[src/rtl/bridge_pkg.sv]
package bridge_pkg;
    localparam int BYTE_W = 8;
    localparam int OFFS_W = 2;

    typedef logic [OFFS_W-1:0] offs_t;

    localparam offs_t OFS_STATUS = 2'd0;
    localparam offs_t OFS_PUT    = 2'd1;
    localparam offs_t OFS_GET    = 2'd2;
    localparam offs_t OFS_HCTL   = 2'd2;
    localparam offs_t OFS_CCTL   = 2'd3;

    localparam int ST_PEND_BIT = 6;
    localparam int ST_BUSY_BIT = 7;
    localparam int HOST_BUSY_DBIT = 7;
    localparam int COP_BUSY_DBIT  = 6;

    typedef struct packed {
        logic stat_rd;
        logic get_rd;
        logic put_wr;
        logic ctl_wr;
    } strobe_t;

    function automatic strobe_t decode_access(logic cs, logic rd, logic wr,
                                              offs_t a, offs_t ctl_ofs);
        strobe_t s;
        s.stat_rd = cs && rd && (a == OFS_STATUS);
        s.get_rd  = cs && rd && (a == OFS_GET);
        s.put_wr  = cs && wr && (a == OFS_PUT);
        s.ctl_wr  = cs && wr && (a == ctl_ofs);
        return s;
    endfunction
endpackage

[src/rtl/mbx_lane.sv]
module mbx_lane #(
    parameter int DATA_W = 8
) (
    input  logic              clk,
    input  logic              rst,
    input  logic              put,
    input  logic [DATA_W-1:0] put_data,
    input  logic              get,
    output logic [DATA_W-1:0] held,
    output logic              pend
);
    logic [DATA_W-1:0] held_q;
    logic              pend_q;

    always_ff @(posedge clk) begin
        if (rst) begin
            held_q <= '0;
            pend_q <= 1'b0;
        end else begin
            if (put)
                held_q <= put_data;
            if (put)
                pend_q <= 1'b1;
            else if (get)
                pend_q <= 1'b0;
        end
    end

    assign held = held_q;
    assign pend = pend_q;


    put_sets_pend_chk: assert property (@(posedge clk) disable iff (rst)
        put |=> pend_q);

    put_stores_chk: assert property (@(posedge clk) disable iff (rst)
        put |=> held_q == $past(put_data));

    get_clears_chk: assert property (@(posedge clk) disable iff (rst)
        (get && !put) |=> !pend_q);

    pend_holds_chk: assert property (@(posedge clk) disable iff (rst)
        (pend_q && !get) |=> pend_q);

    byte_stable_chk: assert property (@(posedge clk) disable iff (rst)
        !put |=> $stable(held_q));
endmodule

[src/rtl/side_port.sv]
module side_port
    import bridge_pkg::*;
#(
    parameter int    DATA_W    = 8,
    parameter int    BANK_W    = 4,
    parameter int    BUSY_DBIT = 7,
    parameter offs_t CTL_OFS   = 2'd2,
    parameter bit    HAS_BANK  = 1'b0
) (
    input  logic              clk,
    input  logic              rst,
    input  logic              cs,
    input  logic              rd,
    input  logic              wr,
    input  offs_t             addr,
    input  logic [DATA_W-1:0] wdata,
    input  logic              in_pend,
    input  logic [DATA_W-1:0] in_byte,
    input  logic              peer_busy,
    output logic              put,
    output logic              get,
    output logic              busy,
    output logic [BANK_W-1:0] bank,
    output logic [DATA_W-1:0] rdata
);
    strobe_t           stb;
    logic [DATA_W-1:0] stat_byte;
    logic [DATA_W-1:0] rd_next;
    logic [DATA_W-1:0] rdata_q;
    logic              busy_q;

    assign stb = decode_access(cs, rd, wr, addr, CTL_OFS);
    assign put = stb.put_wr;
    assign get = stb.get_rd;

    always_comb begin
        stat_byte = '0;
        stat_byte[ST_PEND_BIT] = in_pend;
        stat_byte[ST_BUSY_BIT] = peer_busy;
    end

    always_comb begin
        if (stb.stat_rd)
            rd_next = stat_byte;
        else if (stb.get_rd)
            rd_next = in_byte;
        else
            rd_next = '0;
    end

    always_ff @(posedge clk) begin
        if (rst) begin
            rdata_q <= '0;
            busy_q  <= 1'b1;
        end else begin
            if (cs && rd)
                rdata_q <= rd_next;
            if (stb.ctl_wr)
                busy_q <= wdata[BUSY_DBIT];
        end
    end

    generate
        if (HAS_BANK) begin : g_bank
            logic [BANK_W-1:0] bank_q;
            always_ff @(posedge clk) begin
                if (rst)
                    bank_q <= '0;
                else if (stb.ctl_wr)
                    bank_q <= wdata[BANK_W-1:0];
            end
            assign bank = bank_q;
        end else begin : g_nobank
            assign bank = '0;
        end
    endgenerate

    assign busy  = busy_q;
    assign rdata = rdata_q;


    busy_follow_chk: assert property (@(posedge clk) disable iff (rst)
        stb.ctl_wr |=> busy_q == $past(wdata[BUSY_DBIT]));

    rdata_hold_chk: assert property (@(posedge clk) disable iff (rst)
        !(cs && rd) |=> $stable(rdata_q));

    busy_hold_chk: assert property (@(posedge clk) disable iff (rst)
        !cs |=> $stable(busy_q));
endmodule

[src/rtl/mailbox_bridge.sv]
module mailbox_bridge
    import bridge_pkg::*;
#(
    parameter int DATA_W = BYTE_W,
    parameter int BANK_W = 4
) (
    input  logic              clk,
    input  logic              rst,
    input  logic              host_cs,
    input  logic              host_rd,
    input  logic              host_wr,
    input  logic [1:0]        host_addr,
    input  logic [DATA_W-1:0] host_wdata,
    output logic [DATA_W-1:0] host_rdata,
    output logic              host_irq_n,
    input  logic              cop_cs,
    input  logic              cop_rd,
    input  logic              cop_wr,
    input  logic [1:0]        cop_addr,
    input  logic [DATA_W-1:0] cop_wdata,
    output logic [DATA_W-1:0] cop_rdata,
    output logic              cop_irq_n,
    output logic [BANK_W-1:0] bank_sel
);
    logic              h_put, h_get, c_put, c_get;
    logic              h_busy, c_busy;
    logic [DATA_W-1:0] to_cop_byte, to_host_byte;
    logic              to_cop_pend, to_host_pend;
    logic [BANK_W-1:0] h_bank_unused;

    mbx_lane #(.DATA_W(DATA_W)) u_to_cop (
        .clk(clk), .rst(rst),
        .put(h_put), .put_data(host_wdata), .get(c_get),
        .held(to_cop_byte), .pend(to_cop_pend)
    );

    mbx_lane #(.DATA_W(DATA_W)) u_to_host (
        .clk(clk), .rst(rst),
        .put(c_put), .put_data(cop_wdata), .get(h_get),
        .held(to_host_byte), .pend(to_host_pend)
    );

    side_port #(
        .DATA_W(DATA_W), .BANK_W(BANK_W), .BUSY_DBIT(HOST_BUSY_DBIT),
        .CTL_OFS(OFS_HCTL), .HAS_BANK(1'b0)
    ) u_host_port (
        .clk(clk), .rst(rst),
        .cs(host_cs), .rd(host_rd), .wr(host_wr), .addr(host_addr),
        .wdata(host_wdata), .in_pend(to_host_pend), .in_byte(to_host_byte),
        .peer_busy(c_busy), .put(h_put), .get(h_get), .busy(h_busy),
        .bank(h_bank_unused), .rdata(host_rdata)
    );

    side_port #(
        .DATA_W(DATA_W), .BANK_W(BANK_W), .BUSY_DBIT(COP_BUSY_DBIT),
        .CTL_OFS(OFS_CCTL), .HAS_BANK(1'b1)
    ) u_cop_port (
        .clk(clk), .rst(rst),
        .cs(cop_cs), .rd(cop_rd), .wr(cop_wr), .addr(cop_addr),
        .wdata(cop_wdata), .in_pend(to_cop_pend), .in_byte(to_cop_byte),
        .peer_busy(h_busy), .put(c_put), .get(c_get), .busy(c_busy),
        .bank(bank_sel), .rdata(cop_rdata)
    );

    assign host_irq_n = ~to_host_pend;
    assign cop_irq_n  = ~to_cop_pend;


    bank_idle_chk: assert property (@(posedge clk) disable iff (rst)
        h_bank_unused == '0);

    collide_keep_chk: assert property (@(posedge clk) disable iff (rst)
        (h_put && c_get) |=> !cop_irq_n);
endmodule

[config.mk]
export PLATFORM = sky130hd
export DESIGN_NAME = mailbox_bridge
export DESIGN_NICKNAME = d
export VERILOG_FILES = /design/src/rtl/bridge_pkg.sv /design/src/rtl/mbx_lane.sv /design/src/rtl/side_port.sv /design/src/rtl/mailbox_bridge.sv
export SDC_FILE = /design/constraint.sdc
export NUM_CORES = 1
export LEC_CHECK = 0
export BUFFER_PORTS_ARGS = -buffer_cell sky130_fd_sc_hd__buf_2
export CAP_MARGIN = 10
export CORE_ASPECT_RATIO = 1.1
export CORE_UTILIZATION = 44
export DETAILED_ROUTE_END_ITERATION = 8
export GPL_TIMING_DRIVEN = 0
export PLACE_DENSITY = 0.7
export SLEW_MARGIN = 40
export SYNTH_ARGS = -nofsm -noshare
export SYNTH_HDL_FRONTEND = slang
export SYNTH_HIERARCHICAL = 1
export SYNTH_SLANG_ARGS = --single-unit
[constraint.sdc]
create_clock -name clk -period 2 [get_ports clk]
set_clock_uncertainty 0.05 [all_clocks]
set_input_delay 0.2 -clock clk [delete_from_list [all_inputs] [get_ports clk]]
set_output_delay 0.2 -clock clk [all_outputs]
set_load 0.01 [all_outputs]
==> impl_metrics.toml, run 1 <==
[worst_hold_path]
holdCritStartpoint = "cop_wdata[4]"
whs_path_depth = 3
worstHoldEndpoint = "u_to_host/held[4]"
hp-class = "in -> reg"

[timing]
layout_min_cycle_time_ns = 1.151
fmax_mhz = 869.0
fin_tns_setup_ns = 0
rsz0062_at_grt = "false"
slew_viol_final = 0
period_share_pct = 57.54
setup_violations = 0
max_slew_margin_pct = 63.61
worstMarginPinSlew_ns = 0.5458
hold_viol_final = 0
holdWs_ns = 0.03600

[grt]
grt_usage_pct = 18.89
grt_pass1_vias = 1294
grt-ovfl-total = 0
grt_max_degree = 14
antenna_found_initial = 0
grt_pass1_wl_um = 5492

[finish]
diodes = 0
syn_to_final_growth_pct = 26.68
fin_util_pct = 59.75
stdcell_area_um2 = 2056
drive_above_1_share_pct = 43.41
fillers = 316
fin_cells = 253
fin_nets = 232

[critical_path]
path_class = "reg -> out"
cpMaxStageDelayCell = "dfxtp_1"
start_kind = "flop"
worstPathArrival_ns = 0.90
crit_path_end_kind = "output port"
worstPathCellList = "inv_1 > buf_2"
regToRegSetupSlack_ns = 1.06
required_ns = 1.75
worst-path-buf-inv = 2
r2r_start = "u_to_cop/pend"
reg2regPathDepth = 2
crit_family = "flip-flops"
crit_fanout = 3
r2r_end = "u_cop_port/rdata[6]"
critPathMaxStageDelay_ns = 0.37

[floorplanning]
die-width_um = 59.91
std_cell_rows = 22
initial_core_util_pct = 47.16
coreArea_um2 = 3441
dieHeight_um = 65.70
fp.dieArea_um2 = 3935
ioPinCount = 50

[detailed_routing]
routed_wl_um = 3266
ant_nets = 0
via_per_inst = 4.968
drc = 0
wl_per_cell_um = 12.91
num_vias = 1257
drt-pass1-iter-count = 4
drtIter0Drc = 23

[synth]
syn-cell-area_um2 = 1623
syn_area_per_cell_um2 = 10.96
syn_inst = 148
yosysWarnings = 6
syn-num-nets = 176

[place]
gpl.final_weighted_congestion = 0.7831
hpwl_um = 2452
dpl.cell_count = 245
port_buffers = 49
dpl-instance-area_um2 = 1928

[job]
max_cap_viol_count = 0

[cts]
clock-root-buffer = "clkbuf_4"
insertion_delay_ns = 0.35
cts_buffers = 5
cts_hold_buf = 0
tritoncts = "done"
cts_resized = 0
clock_sinks = 40
clk_pin_slew_ns = 0.12
cts_setup_buffers = 0
cts_buffer_depth = 2
htreeDepth = 2

[power_and_ir_drop]
p_switching_uw = 337.3
power_frac_comb_pct = 7.4
powerDensity_nw_per_um2 = 838.8
clkPwrFrac_pct = 45.0
peakVddDrop_v = 0.0005056
power.share.switching_pct = 19.56
pwr-share-seq_pct = 47.6
p_int_uw = 1387
p_leak_uw = 0.0009010

[outcome]
run_status = "complete, no violations"
==> power groups by stage <==
stage	logic, uW	registers (uW)	clock network (uW)
2_1_floorplan	70.2	839	0
3_3_place_gp	125	837	0
3_5_place_dp	129	838	0
4_1_cts	129	820	794
5_1_grt	141	822	832
6_report	128	820	776
==> worst min-delay path: cells and delay by family <==
kind / cells / cell delay [ns]
simple gates: 1 / 0.08
mux: 1 / 0.05
buf+inv: 1 / 0.07
==> state kept, by name (all words and copies together) (netlist names) <==
signal,flops
u_host_port/rdata,8
u_to_cop/held,8
u_to_cop/pend,1
u_cop_port/busy,1
u_to_host/held,8
u_to_host/pend,1
u_host_port/busy,1
u_cop_port/rdata,8
u_cop_port/bank,4
==> cell type report <==
cell class / count / area, um2 / area share, %
buffer: 10 / 80.08 / 3.895
multi-input combinational: 93 / 723.2 / 35.18
timing repair buffer: 49 / 245.2 / 11.93
clock inverter: 3 / 90.09 / 4.382
clock buffer: 5 / 37.54 / 1.826
sequential: 40 / 800.8 / 38.95
inverter: 5 / 18.77 / 0.9130
tap: 48 / 60.06 / 2.921
==> metal layers <==
metal / vias to the layer above / track usage, % / part of all wire [%]
met4: 0 / 9.012 / 1.2
li1: 631 / - / -
met2: 35 / 33.89 / 52
met1: 587 / 19.36 / 42
met5: - / 0 / 0
met3: 4 / 5.906 / 5.7
==> worst max-delay path by stage <==
| stage | start | endpoint | cells past startpoint |
|---|---|---|---|
| after floorplan | host_addr[1] | u_to_cop/held[0] | 4 |
| after global placement | host_addr[1] | u_to_cop/held[2] | 5 |
| after detailed placement | host_addr[1] | u_to_cop/held[3] | 5 |
| after CTS | u_to_cop/pend | cop_irq_n | 2 |
| after global routing | u_to_host/pend | host_irq_n | 2 |
| final | u_to_host/pend | host_irq_n | 2 |
==> placed cells by master (no fill, tap or decap), types with 2 or more instances in the layout <==
master      n
buf_2      51
dfxtp_1    40
nor2_1     21
mux2i_1    21
nand2b_1   10
a32o_2      6
a22oi_2     6
nor2_2      6
inv_1       5
clkbuf_4    5
buf_6       5
a21oi_1     4
bufinv_16   3
and4b_1     2
mux2_4      2
a22o_1      2
a221oi_1    2
nor3_1      2
clkbuf_2    2
==> per-stage QoR <==
stage	worst slack [ns]	power, uW
after CTS	0.8330	1744
after global routing	0.7720	1795
after floorplan	1.017	908.9
after detailed placement	0.7589	967.2
after global placement	0.8296	962.4
final	0.8493	1724
(Power assumes the default switching activity.)
==> run 2, diff against run 1 <==
PLACE_DENSITY = 0.73   (was 0.7)
clock period = 1 ns   (was 2 ns; I/O delays follow)
==> run 2 against run 1 <==
Against the previous run:
- register-to-register slack worse by 1.0 ns
- sequential power is 100% higher
- critical path depth stayed put
- count of clock-buffer cells in the layout is 1 higher
- combinational power grew to 2.5 times the previous value
- sequential cell count stayed put
- first-iteration DRC count is 120% higher
- routed wire length is 19% higher
- cell count is 9.9% higher
- clock power is 4.3% lower
- hold slack hardly changed
- cell area is 14% higher
==> impl_metrics.toml, run 2 (synthesis results as in run 1) <==
[cts]
clock-root-buffer = "clkbuf_4"
insertion_delay_ns = 0.34
cts_buffers = 5
cts_buffer_depth = 2
clk_pin_slew_ns = 0.10
tritoncts = "done"
clock_sinks = 40
htreeDepth = 2

[power_and_ir_drop]
powerDensity_nw_per_um2 = 1158
peakVddDrop_v = 0.001042
p_leak_uw = 0.001011

[outcome]
run_status = "complete, no violations"

[critical_path]
path_class = "reg -> out"
start_kind = "flop"
crit_path_start = "u_to_host/pend"
worstPathArrival_ns = 0.85
r2r_start = "u_to_cop/pend"
required_ns = 0.85
crit_fanout = 3
crit_path_end = "host_irq_n"
r2r_end = "u_cop_port/rdata[6]"
crit_path_end_kind = "output port"
reg2regPathDepth = 2
regToRegSetupSlack_ns = 0.05

[floorplanning]
dieHeight_um = 65.70
coreArea_um2 = 3441
std_cell_rows = 22
ioPinCount = 50
fp.dieArea_um2 = 3935
initial_core_util_pct = 47.16
die-width_um = 59.91

[job]
max_cap_viol_count = 0

[detailed_routing]
drt-pass1-iter-count = 4
via_per_inst = 4.921
drc = 0
routedLengthMet1_um = 1610
drtIter0Drc = 50
dr_wl_met2_um = 2038
routed_wl_um = 3887
wl_met3_um = 189
ant_nets = 0
wl_per_cell_um = 13.98
num_vias = 1368
maxUsedRoutingLayer = "met4"

[worst_hold_path]
hp-class = "in -> reg"

[place]
hpwl_um = 2617
gpl.final_weighted_congestion = 0.7569
dpl.cell_count = 245
port_buffers = 49

[grt]
grt_pass1_vias = 1307
grt_max_degree = 12
grt_pass1_wl_um = 5899
grt_usage_pct = 20.47
grt-ovfl-total = 0
antenna_found_initial = 0

[finish]
syn_to_final_growth_pct = 44.02
drive_above_1_share_pct = 52.61
diodes = 0
final_cell_mix = "buf_2 (35), dfxtp_2 (22), buf_6 (21), nor2_1 (21), mux2i_1 (21)"
final_common_cell = "buf_2"
fin_nets = 258
fin_cells = 278
fin_util_pct = 67.93

[timing]
setup_violations = 0
max_slew_margin_pct = 60.17
worstMarginPinSlew_ns = 0.5975
hold_viol_final = 0
period_share_pct = 99.51
slew_viol_final = 0
fin_tns_setup_ns = 0
layout_min_cycle_time_ns = 0.9951
rsz0062_at_grt = "true"
fmax_mhz = 1005
==> run 2: cell types whose count changed in the layout (fill, tap and decap cells not counted), sizes merged <==
cell	change
clkinv	+1
buf	+10
bufinv	-3
clkbuf	+1
dlygate4sd3	+16
==> run 2: final cells by class <==
class,instances,area (um2)
Fill cell,283,1104
Sequential cell,40,828.3
Clock inverter,1,5.005
Tap cell,48,60.06
Buffer,10,80.08
Multi-Input combinational cell,93,723.2
Clock buffer,6,41.29
Inverter,5,18.77
Timing Repair Buffer,75,580.6
==> run 2: how the worst min path moves through the flow <==
stage	from	end	cells past startpoint
4_1_cts	host_rd	u_host_port/rdata[6]	3
6_report	host_rd	u_host_port/rdata[6]	3
5_1_grt	host_rd	u_host_port/rdata[7]	3
2_1_floorplan	host_wdata[2]	u_to_cop/held[2]	2
3_5_place_dp	host_wdata[3]	u_to_cop/held[3]	3
3_3_place_gp	host_wdata[5]	u_to_cop/held[5]	3
==> run 2: timing repair <==
item / 4_1_cts / 5_1_grt
hold endpoints to repair: 20 / 0
resized for setup: 7 / 33
hold buffers: 16 / 0
setup endpoints to repair: 7 / 22
buffers inserted: 0 / 10
==> run 2: where the power goes <==
part / switching [uW] / leakage, uW / internal, uW / total [uW]
Clock: 484 / 0.0000281 / 259 / 743
Sequential: 18.2 / 0.000334 / 1620 / 1640
Combinational: 150 / 0.000649 / 172 / 322
Total: 652 / 0.00101 / 2060 / 2710
==> run 2: worst max-delay path, stage by stage (launching register included) <==
cell and delay [ns]:
dfxtp_2 0.36, inv_2 0.04, buf_6 0.11
==> run 2: per-layer routing <==
metal / track usage (%) / vias up
li1: - / 684
met1: 24.26 / 634
met2: 34.17 / 44
met3: 6.890 / 6
met4: 6.686 / 0
met5: 0 / -
==> run 2: metrics by stage <==
stage / total power (uW) / setup slack [ns] / hold WS (ns) / area, um2
after floorplan: 1818 / 0.1008 / 0.1972 / 1623
after global placement: 1926 / -0.07448 / 0.2869 / 1928
after detailed placement: 1936 / -0.1180 / 0.2904 / 1928
after CTS: 2720 / -0.02423 / 0.03101 / 2143
after global routing: 2882 / -0.05745 / 0.02334 / 2337
final: 2707 / 0.004860 / 0.03591 / 2337
==> run 3, diff against run 2 <==
GPL_TIMING_DRIVEN = not set   (was 0)
==> run 3 against run 2 <==
Against the previous run:
- the run now ends with setup timing left
- non-clock buffer count grew 3
- clock power grew 3.2%
- maximum frequency shrank 0.69%
- sequential share of layout area shrank 0.70 points
- critical path depth is the same
- count of clock-buffer cells in the layout shrank 1
- highest routed layer unchanged
==> impl_metrics.toml, run 3 (synthesis results as in run 1) <==
[finish]
syn_to_final_growth_pct = 46.26
diodes = 0
fin_util_pct = 68.98
fin_nets = 261
fillers = 268
fin_cells = 281
regArea_um2 = 824.5
drive_above_1_share_pct = 53.22
multiInputGateArea_um2 = 729.5
final_common_cell = "buf_2"
final_cell_mix = "buf_2 (35), buf_4 (21), nor2_1 (21), mux2i_1 (21), dfxtp_1 (21)"
stdcell_area_um2 = 2374

[timing]
setup_violations = 1
max_slew_margin_pct = 73.98
setup_slack_ns = -0.002050
slew_viol_final = 0
layout_min_cycle_time_ns = 1.002
hold_viol_final = 0
period_share_pct = 100.2
rsz0062_at_grt = "true"
worstMarginPinSlew_ns = 0.3900
fmax_mhz = 998.0

[cts]
cts_buffer_depth = 2
tritoncts = "done"
htreeDepth = 2
cts_buffers = 5
clk_pin_slew_ns = 0.11
insertion_delay_ns = 0.35
clock-root-buffer = "clkbuf_4"
clock_sinks = 40

[detailed_routing]
ant_nets = 0
wl_per_cell_um = 13.49
drtIter0Drc = 46
via_per_inst = 4.922
wl_met3_um = 187
routed_wl_um = 3790
maxUsedRoutingLayer = "met4"
drt-pass1-iter-count = 4
drc = 0
routedLengthMet1_um = 1592
dr_wl_met2_um = 1905
num_vias = 1383

[grt]
antenna_found_initial = 0
grt-ovfl-total = 0
grt_usage_pct = 20.42
grt_pass1_wl_um = 5837
grt_pass1_vias = 1353
grt_max_degree = 32

[floorplanning]
fp.dieArea_um2 = 3935
coreArea_um2 = 3441
std_cell_rows = 22
initial_core_util_pct = 47.16
ioPinCount = 50
die-width_um = 59.91
dieHeight_um = 65.70

[place]
dpl.cell_count = 251
dpl_worst_slack_ns = -0.1171
hpwl_um = 2579
gpl.final_weighted_congestion = 0.7620
dpl-instance-area_um2 = 1993
port_buffers = 49

[job]
max_cap_viol_count = 0

[critical_path]
regToRegSetupSlack_ns = 0.05
crit_path_start = "u_to_cop/pend"
path_class = "reg -> out"
worstPathArrival_ns = 0.85
crit_path_end_kind = "output port"
required_ns = 0.85
r2r_start = "u_to_cop/pend"
crit_fanout = 3
reg2regPathDepth = 2
r2r_end = "u_cop_port/rdata[6]"
start_kind = "flop"

[worst_hold_path]
worstHoldEndpoint = "u_to_cop/pend"
whs_path_depth = 3
holdCritStartpoint = "rst"
hp-class = "in -> reg"

[power_and_ir_drop]
p_leak_uw = 0.001033
peakVddDrop_v = 0.0009671
powerDensity_nw_per_um2 = 1163

[outcome]
violations = "setup timing"
run_status = "finished, violations left"
[run 3: cell types whose count changed in the layout (fill, tap and decap cells not counted), moves of 2 or more]
cell      change
buf_4        +11
dfxtp_1       +3
dfxtp_2       -3
clkbuf_1      -2
buf_12        +2
clkbuf_2      -2
buf_6         -7
[run 3: per-stage QoR]
| stage | hold slack [ns] | power (uW) | TNS (ns) |
|---|---|---|---|
| 2_1_floorplan | 0.1972 | 1818 | 0 |
| 3_3_place_gp | 0.2880 | 1957 | -0.5774 |
| 3_5_place_dp | 0.2965 | 1968 | -1.392 |
| 4_1_cts | 0.02434 | 2775 | -0.03511 |
| 5_1_grt | 0.04844 | 2883 | -0.1188 |
| 6_report | 0.04145 | 2761 | -0.002050 |
[run 3: cell type report]
class | instances | share of cell area [%]
clock inverters | 2 | 0.5271
repair buffers | 88 | 29.10
inverters | 5 | 0.7907
clock buffers | 5 | 1.581
flip-flops and latches | 40 | 34.74
multi-input cells | 93 | 30.73
well taps | 48 | 2.530
[run 3: what timing repair did]
action,in CTS,in global routing
setup endpoints to repair,13,20
endpoints found under the hold margin,21,0
hold buffers,16,0
gates resized for setup,14,22
buffers inserted,3,4
[run 3: worst max-delay path: stages, from the launching register on]
cell and delay (ns):
dfxtp_2 0.36, inv_2 0.04, buf_6 0.11
[run 3: worst max-delay path by stage]
stage | end | depth (start not counted)
after global placement | u_to_host/pend | 4
after CTS | cop_irq_n | 2
after floorplan | u_cop_port/rdata[6] | 2
after detailed placement | u_to_cop/held[4] | 5
after global routing | cop_irq_n | 2
final | cop_irq_n | 2
[run 3: layer usage]
| layer | vias to the layer above | global-route usage (%) |
|---|---|---|
| met3 | 9 | 6.890 |
| met1 | 640 | 21.87 |
| met2 | 43 | 35.69 |
| li1 | 691 | - |
| met5 | - | 0 |
| met4 | 0 | 8.721 |
[run 3: power breakdown]
| group | internal (uW) | switching (uW) | leakage (uW) |
|---|---|---|---|
| Combinational | 198 | 156 | 0.000673 |
| Clock | 256 | 510 | 0.0000271 |
| Sequential | 1620 | 17.4 | 0.000333 |
| Total | 2080 | 683 | 0.00103 |
